<file path="src/rtl/ycc_pkg.sv">
package ycc_pkg;

    // Progress through the three-byte preamble of a timing code
    typedef enum logic [1:0] {
        SRCH_FF   = 2'd0,
        SEEN_FF   = 2'd1,
        SEEN_00   = 2'd2,
        SEEN_0000 = 2'd3
    } pre_st_e;

    // Byte slots of one 4:2:2 group, in arrival order
    typedef enum logic [1:0] {
        PH_CB = 2'd0,
        PH_Y0 = 2'd1,
        PH_CR = 2'd2,
        PH_Y1 = 2'd3
    } phase_e;

endpackage

</file>
<file path="src/rtl/ycc_trs_detect.sv">
module ycc_trs_detect
    import ycc_pkg::*;
#(
    parameter int DATA_W = 8
) (
    input  logic              clk,
    input  logic              rst_n,
    input  logic              en,
    input  logic [DATA_W-1:0] din,
    output logic              hunting,
    output logic              stat_hit,
    output logic              stat_is_end,
    output logic              f_q,
    output logic              v_q,
    output logic              h_q,
    output logic              sav_q,
    output logic              eav_q
);

    localparam logic [DATA_W-1:0] ALL_ONES  = {DATA_W{1'b1}};
    localparam logic [DATA_W-1:0] ALL_ZEROS = '0;
    localparam int F_BIT = DATA_W - 2;
    localparam int V_BIT = DATA_W - 3;
    localparam int H_BIT = DATA_W - 4;

    typedef struct packed {
        pre_st_e st;
        logic    f;
        logic    v;
        logic    h;
        logic    sav;
        logic    eav;
    } det_s;

    det_s r_q, r_d;

    always_comb begin
        r_d     = r_q;
        r_d.sav = 1'b0;
        r_d.eav = 1'b0;
        if (en) begin
            unique case (r_q.st)
                SRCH_FF: begin
                    r_d.st = (din == ALL_ONES) ? SEEN_FF : SRCH_FF;
                end
                SEEN_FF: begin
                    if (din == ALL_ZEROS)     r_d.st = SEEN_00;
                    else if (din == ALL_ONES) r_d.st = SEEN_FF;
                    else                      r_d.st = SRCH_FF;
                end
                SEEN_00: begin
                    if (din == ALL_ZEROS)     r_d.st = SEEN_0000;
                    else if (din == ALL_ONES) r_d.st = SEEN_FF;
                    else                      r_d.st = SRCH_FF;
                end
                SEEN_0000: begin
                    // status byte: only field, blanking and code-kind bits are used
                    r_d.f   = din[F_BIT];
                    r_d.v   = din[V_BIT];
                    r_d.h   = din[H_BIT];
                    r_d.sav = ~din[H_BIT];
                    r_d.eav = din[H_BIT];
                    r_d.st  = SRCH_FF;
                end
                default: r_d.st = SRCH_FF;
            endcase
        end
    end

    always_ff @(posedge clk) begin
        if (!rst_n) begin
            r_q <= '{st: SRCH_FF, default: 1'b0};
        end else begin
            r_q <= r_d;
        end
    end

    assign hunting     = (r_q.st == SRCH_FF);
    assign stat_hit    = en && (r_q.st == SEEN_0000);
    assign stat_is_end = din[H_BIT];
    assign f_q         = r_q.f;
    assign v_q         = r_q.v;
    assign h_q         = r_q.h;
    assign sav_q       = r_q.sav;
    assign eav_q       = r_q.eav;

    // start and end pulses never coincide
    p_pulse_excl_r2: assert property (@(posedge clk) disable iff (!rst_n)
        !(sav_q && eav_q));

    // a pulse lasts a single clock (codes are at least four bytes apart)
    p_pulse_single_r2: assert property (@(posedge clk) disable iff (!rst_n)
        (sav_q || eav_q) |=> !(sav_q || eav_q));

    // flags move only together with a code pulse
    p_flag_hold_r7: assert property (@(posedge clk) disable iff (!rst_n)
        (!sav_q && !eav_q) |-> ($stable(f_q) && $stable(v_q) && $stable(h_q)));

    // a stalled byte cannot produce a pulse next cycle
    p_stall_quiet_r12: assert property (@(posedge clk) disable iff (!rst_n)
        !en |=> !(sav_q || eav_q));

endmodule

</file>
<file path="src/rtl/ycc_pair_sorter.sv">
module ycc_pair_sorter
    import ycc_pkg::*;
#(
    parameter int DATA_W = 8
) (
    input  logic              clk,
    input  logic              rst_n,
    input  logic              en,
    input  logic [DATA_W-1:0] din,
    input  logic              hunting,
    input  logic              stat_hit,
    input  logic              stat_is_end,
    output logic [DATA_W-1:0] cb_q,
    output logic [DATA_W-1:0] y0_q,
    output logic [DATA_W-1:0] cr_q,
    output logic [DATA_W-1:0] y1_q,
    output logic              valid_q
);

    localparam logic [DATA_W-1:0] ALL_ONES = {DATA_W{1'b1}};

    typedef struct packed {
        logic              act;
        phase_e            ph;
        logic [DATA_W-1:0] cb_hold;
        logic [DATA_W-1:0] y0_hold;
        logic [DATA_W-1:0] cr_hold;
        logic [DATA_W-1:0] cb;
        logic [DATA_W-1:0] y0;
        logic [DATA_W-1:0] cr;
        logic [DATA_W-1:0] y1;
        logic              valid;
    } srt_s;

    srt_s s_q, s_d;
    logic take;

    // a byte is a sample only inside an active line and outside any code
    assign take = en && s_q.act && hunting && (din != ALL_ONES);

    always_comb begin
        s_d       = s_q;
        s_d.valid = 1'b0;
        if (stat_hit) begin
            s_d.act = ~stat_is_end;
            s_d.ph  = PH_CB;
        end else if (take) begin
            unique case (s_q.ph)
                PH_CB: begin
                    s_d.cb_hold = din;
                    s_d.ph      = PH_Y0;
                end
                PH_Y0: begin
                    s_d.y0_hold = din;
                    s_d.ph      = PH_CR;
                end
                PH_CR: begin
                    s_d.cr_hold = din;
                    s_d.ph      = PH_Y1;
                end
                PH_Y1: begin
                    s_d.cb    = s_q.cb_hold;
                    s_d.y0    = s_q.y0_hold;
                    s_d.cr    = s_q.cr_hold;
                    s_d.y1    = din;
                    s_d.valid = 1'b1;
                    s_d.ph    = PH_CB;
                end
                default: s_d.ph = PH_CB;
            endcase
        end
    end

    always_ff @(posedge clk) begin
        if (!rst_n) begin
            s_q <= '{ph: PH_CB, default: '0};
        end else begin
            s_q <= s_d;
        end
    end

    assign cb_q    = s_q.cb;
    assign y0_q    = s_q.y0;
    assign cr_q    = s_q.cr;
    assign y1_q    = s_q.y1;
    assign valid_q = s_q.valid;

    // pair strobes are at least four accepted bytes apart
    p_valid_single_r9: assert property (@(posedge clk) disable iff (!rst_n)
        valid_q |=> !valid_q);

    // bytes inside a code never complete a pair
    p_no_pair_in_code_r11: assert property (@(posedge clk) disable iff (!rst_n)
        (!hunting && !$past(hunting)) |-> !valid_q);

endmodule

</file>
<file path="src/rtl/ycc_sync_decoder.sv">
module ycc_sync_decoder
    import ycc_pkg::*;
#(
    parameter int DATA_W = 8
) (
    input  logic              clk,
    input  logic              rst_n,
    input  logic              en,
    input  logic [DATA_W-1:0] din,
    output logic              fld_o,
    output logic              vblank_o,
    output logic              hflag_o,
    output logic              sav_o,
    output logic              eav_o,
    output logic [DATA_W-1:0] cb_o,
    output logic [DATA_W-1:0] y0_o,
    output logic [DATA_W-1:0] cr_o,
    output logic [DATA_W-1:0] y1_o,
    output logic              pair_valid_o
);

    logic hunting;
    logic stat_hit;
    logic stat_is_end;

    ycc_trs_detect #(.DATA_W(DATA_W)) u_detect (
        .clk         (clk),
        .rst_n       (rst_n),
        .en          (en),
        .din         (din),
        .hunting     (hunting),
        .stat_hit    (stat_hit),
        .stat_is_end (stat_is_end),
        .f_q         (fld_o),
        .v_q         (vblank_o),
        .h_q         (hflag_o),
        .sav_q       (sav_o),
        .eav_q       (eav_o)
    );

    ycc_pair_sorter #(.DATA_W(DATA_W)) u_sorter (
        .clk         (clk),
        .rst_n       (rst_n),
        .en          (en),
        .din         (din),
        .hunting     (hunting),
        .stat_hit    (stat_hit),
        .stat_is_end (stat_is_end),
        .cb_q        (cb_o),
        .y0_q        (y0_o),
        .cr_q        (cr_o),
        .y1_q        (y1_o),
        .valid_q     (pair_valid_o)
    );

    // no pair strobe while the last code was an end code
    p_quiet_blank_r11: assert property (@(posedge clk) disable iff (!rst_n)
        pair_valid_o |-> !hflag_o);

    // strobe and code pulse come from bytes at least one apart
    p_pair_vs_code_r2: assert property (@(posedge clk) disable iff (!rst_n)
        $onehot0({sav_o, eav_o, pair_valid_o}));

endmodule

</file>
<file path="config.mk">
export PLATFORM = sky130hd
export DESIGN_NAME = ycc_sync_decoder
export DESIGN_NICKNAME = d
export VERILOG_FILES = /design/src/rtl/ycc_pkg.sv /design/src/rtl/ycc_trs_detect.sv /design/src/rtl/ycc_pair_sorter.sv /design/src/rtl/ycc_sync_decoder.sv
export SDC_FILE = /design/constraint.sdc
export NUM_CORES = 1
export LEC_CHECK = 0
export ABC_CLOCK_PERIOD_IN_PS = 1900
export CORE_ASPECT_RATIO = 1.2
export CORE_UTILIZATION = 45
export DETAILED_ROUTE_END_ITERATION = 10
export GPL_TIMING_DRIVEN = 0
export PLACE_DENSITY = 0.68
export SLEW_MARGIN = 20
export SYNTH_ARGS = -nofsm -noshare
export SYNTH_HDL_FRONTEND = slang
export SYNTH_SLANG_ARGS = --single-unit
</file>
<file path="constraint.sdc">
create_clock -name clk -period 1.9 [get_ports clk]
set_clock_uncertainty 0.05 [all_clocks]
set_input_delay 0.38 -clock clk [delete_from_list [all_inputs] [get_ports clk]]
set_output_delay 0.38 -clock clk [all_outputs]
set_load 0.005 [all_outputs]
</file>
==> flow_summary.ini <==
[sta]
slew_headroom_pct = 61.7
worst_pin_slew_ns = 0.575
min_period_ns = 1.78
slew_viol_final = 0
period_share_pct = 93.7
setup_viol = 0
finalHoldViolCount = 0
max_freq_mhz = 562
rsz0062_at_grt = false

[final_layout]
layout.cells.non_filler = 425
nNetsFinal = 353
diodes = 0
syn2layout_area_growth_pct = 29.9
num-fill-cells = 552
drive_gt1_share_pct = 18.1
postLayoutCellArea_um2 = 3660

[place]
dp_hpwl_um = 3790
portBuffers = 47
placed_area_um2 = 3390
globalplace.congestion = 0.727
dp_cells = 406

[worst_setup_path]
crit_fanout = 10
worstSetupStartpointType = input port
cp.required_ns = 2.12
arrival_ns = 2.00
crit_type = input port to flop
r2r_slack_ns = 0.35
reg2reg_depth = 5
setup.worst_path.end = u_sorter.y0_q[0]
timing.rr.start = u_detect.r_q[5]
critPathCaptureType = flop
rr_endpoint = u_sorter.y0_q[0]
crit_start = din[6]

[detailed_routing]
drtIter0Drc = 76
vias = 1967
viasPerCell = 4.63
totalWireLength_um = 5460
route.detailed.drc = 0
wl_per_cell_um = 12.8
ant_nets = 0
firstDrtPassIters = 4

[power]
p_total_uw = 2680
p_per_area_nw_per_um2 = 733
leakagePower_uw = 0.00182
vdd_drop_max_mv = 0.640

[yosys]
ys_seq_elements = 67
synth_area_um2 = 2820
synth_area_leader_cell = dfxtp_1
yosysUniqueCellTypes = 26
synth_area_leaders = dfxtp_1, mux2i_1, nand2_1, buf_4, ha_1
synthesis.nets = 292
synth_top_area_share_pct = 47.6
yosysWarnings = 0
yosysSeqAreaShare_pct = 47.6
postSynthCellCount = 277
synth.avg_cell_area_um2 = 10.2

[global_route]
overflow = 0
grt_usage_pct = 18.8
antenna_found_initial = 0
grt_pass1_wl_um = 8890
grt_max_degree = 14
grt_pass1_vias = 1842

[die]
dieArea_um2 = 6590
initial_core_util_pct = 46.6
die_w_um = 74.3
die_y_um = 88.7
num_io_pins = 49
core_um2 = 6050
row_count = 31

[hold_path]
hp-class = input port to flop
worstHoldStart = din[4]

[clocking]
cts_tree = built
clk_pin_slew_ns = 0.07
cts_buffers = 9
clock_latency_ns = 0.34
clk_path_buf_depth = 2
cts_root_buffer = clkbuf_8
htree_levels = 3
clock_sinks = 67

[run]
cap_violations = 0

[status]
status = completed
## kinds of logic after synthesis
family	after synthesis	synth area share (%)
AOI/OAI and AO/OA	12	4.04
DFF	67	47.6
adders and majority gates	4	1.78
and+or+nand+nor	85	13.0
muxes	61	21.7
buffers and inverters	48	11.9
## cell type report
type | count | area [µm²] | area share (%)
Tap cell | 82 | 103 | 2.80
Clock buffer | 9 | 124 | 3.38
Timing Repair Buffer | 50 | 495 | 13.5
Buffer | 44 | 320 | 8.75
Multi-Input combinational cell | 162 | 1190 | 32.4
Inverter | 4 | 15.0 | 0.410
Clock inverter | 7 | 76.3 | 2.08
Sequential cell | 67 | 1340 | 36.6
## registers in the layout, indices dropped and copies added (netlist names)
register	cells
u_sorter.cr_q	8
u_detect.f_q	1
u_detect.r_q	2
u_detect.h_q	1
u_sorter.valid_q	1
u_sorter.cb_q	8
u_detect.v_q	1
u_detect.sav_q	1
u_sorter.s_q	27
u_sorter.y0_q	8
u_detect.eav_q	1
u_sorter.y1_q	8
## power breakdown
group / switching (µW) / total [µW] / internal [µW] / leakage (µW)
registers: 1.22 / 1410 / 1400 / 0.000539
logic: 65.0 / 94.1 / 29.1 / 0.00119
clock network: 569 / 1180 / 614 / 0.0000962
total: 635 / 2680 / 2050 / 0.00182
## worst max-delay path: stages
cell and delay (ns):
clkdlybuf4s50_1 0.57, nand4_4 0.25, o211ai_4 0.40, buf_8 0.21, mux2i_1 0.19
## cell usage after synthesis
cell type	number
a211oi_1	1
nand3_1	4
o21a_1	1
buf_4	32
buf_2	1
o211ai_2	3
nand2_1	65
nor2_1	6
buf_8	3
o211ai_4	1
and3b_1	1
nand2b_1	1
clkbuf_1	8
nor2b_1	1
dfxtp_1	67
and4bb_2	1
o211ai_1	2
nor4_1	2
ha_1	4
a21oi_1	2
o211a_1	1
nor3_1	2
o21ai_0	1
mux2i_1	61
inv_1	4
nand4_2	2
## worst min-delay path by stage
stage / endpoint / slack, ns / cells past startpoint
detailed placement: u_sorter.y0_q[2] / 0.40 / 2
finish: u_detect.sav_q / 0.40 / 2
floorplan: u_sorter.cb_q[0] / 0.39 / 2
global placement: u_sorter.cb_q[7] / 0.40 / 2
CTS: u_sorter.y0_q[1] / 0.41 / 2
global route: u_detect.sav_q / 0.41 / 2
## layout by cell type, fill, tap and decap left out, types with 2 or more instances in the layout
cell type,synthesis,layout
buf_4,32,35
ha_1,4,4
mux2i_1,61,61
nor3_1,2,2
nor4_1,2,2
o211ai_1,2,2
inv_6,0,2
clkdlybuf4s50_1,0,46
clkbuf_1,8,8
clkbuf_8,0,9
clkinvlp_4,0,2
nor2_1,6,6
nand3_1,4,4
a21oi_1,2,2
nand4_4,0,2
inv_1,4,4
dfxtp_1,67,67
buf_8,3,3
o211ai_4,1,4
nand2_1,65,65
## routing by layer
layer / track usage [%] / share of wire, % / vias to the layer above / wire length, µm
met1: 22.7 / 46 / 890 / 2500
met3: 5.13 / 4.3 / 10 / 232
li1: - / - / 1020 / -
met2: 30.1 / 48 / 47 / 2620
met4: 10.3 / 2.0 / 0 / 107
met5: 0 / 0 / - / 0
## per-stage QoR
step	setup WS [ns]	hold slack (ns)	TNS [ns]	util, %
CTS	-0.0337	0.413	-0.376	59.6
detailed placement	-0.410	0.403	-21.03	56.1
global placement	-0.378	0.398	-19.94	56.1
finish	0.119	0.399	0	60.5
floorplan	0.452	0.389	0	-
global route	0.0350	0.413	0	60.5
## repair_timing
item | CTS | global route
resized for setup | 0 | 6
hold buffers | 0 | 0
pin swaps | 1 | 2
buffers inserted | 2 | 1
setup endpoints to repair | 46 | 54
endpoints found under the hold margin | 0 | 0
Note: power is estimated with default switching activity, not from simulation.
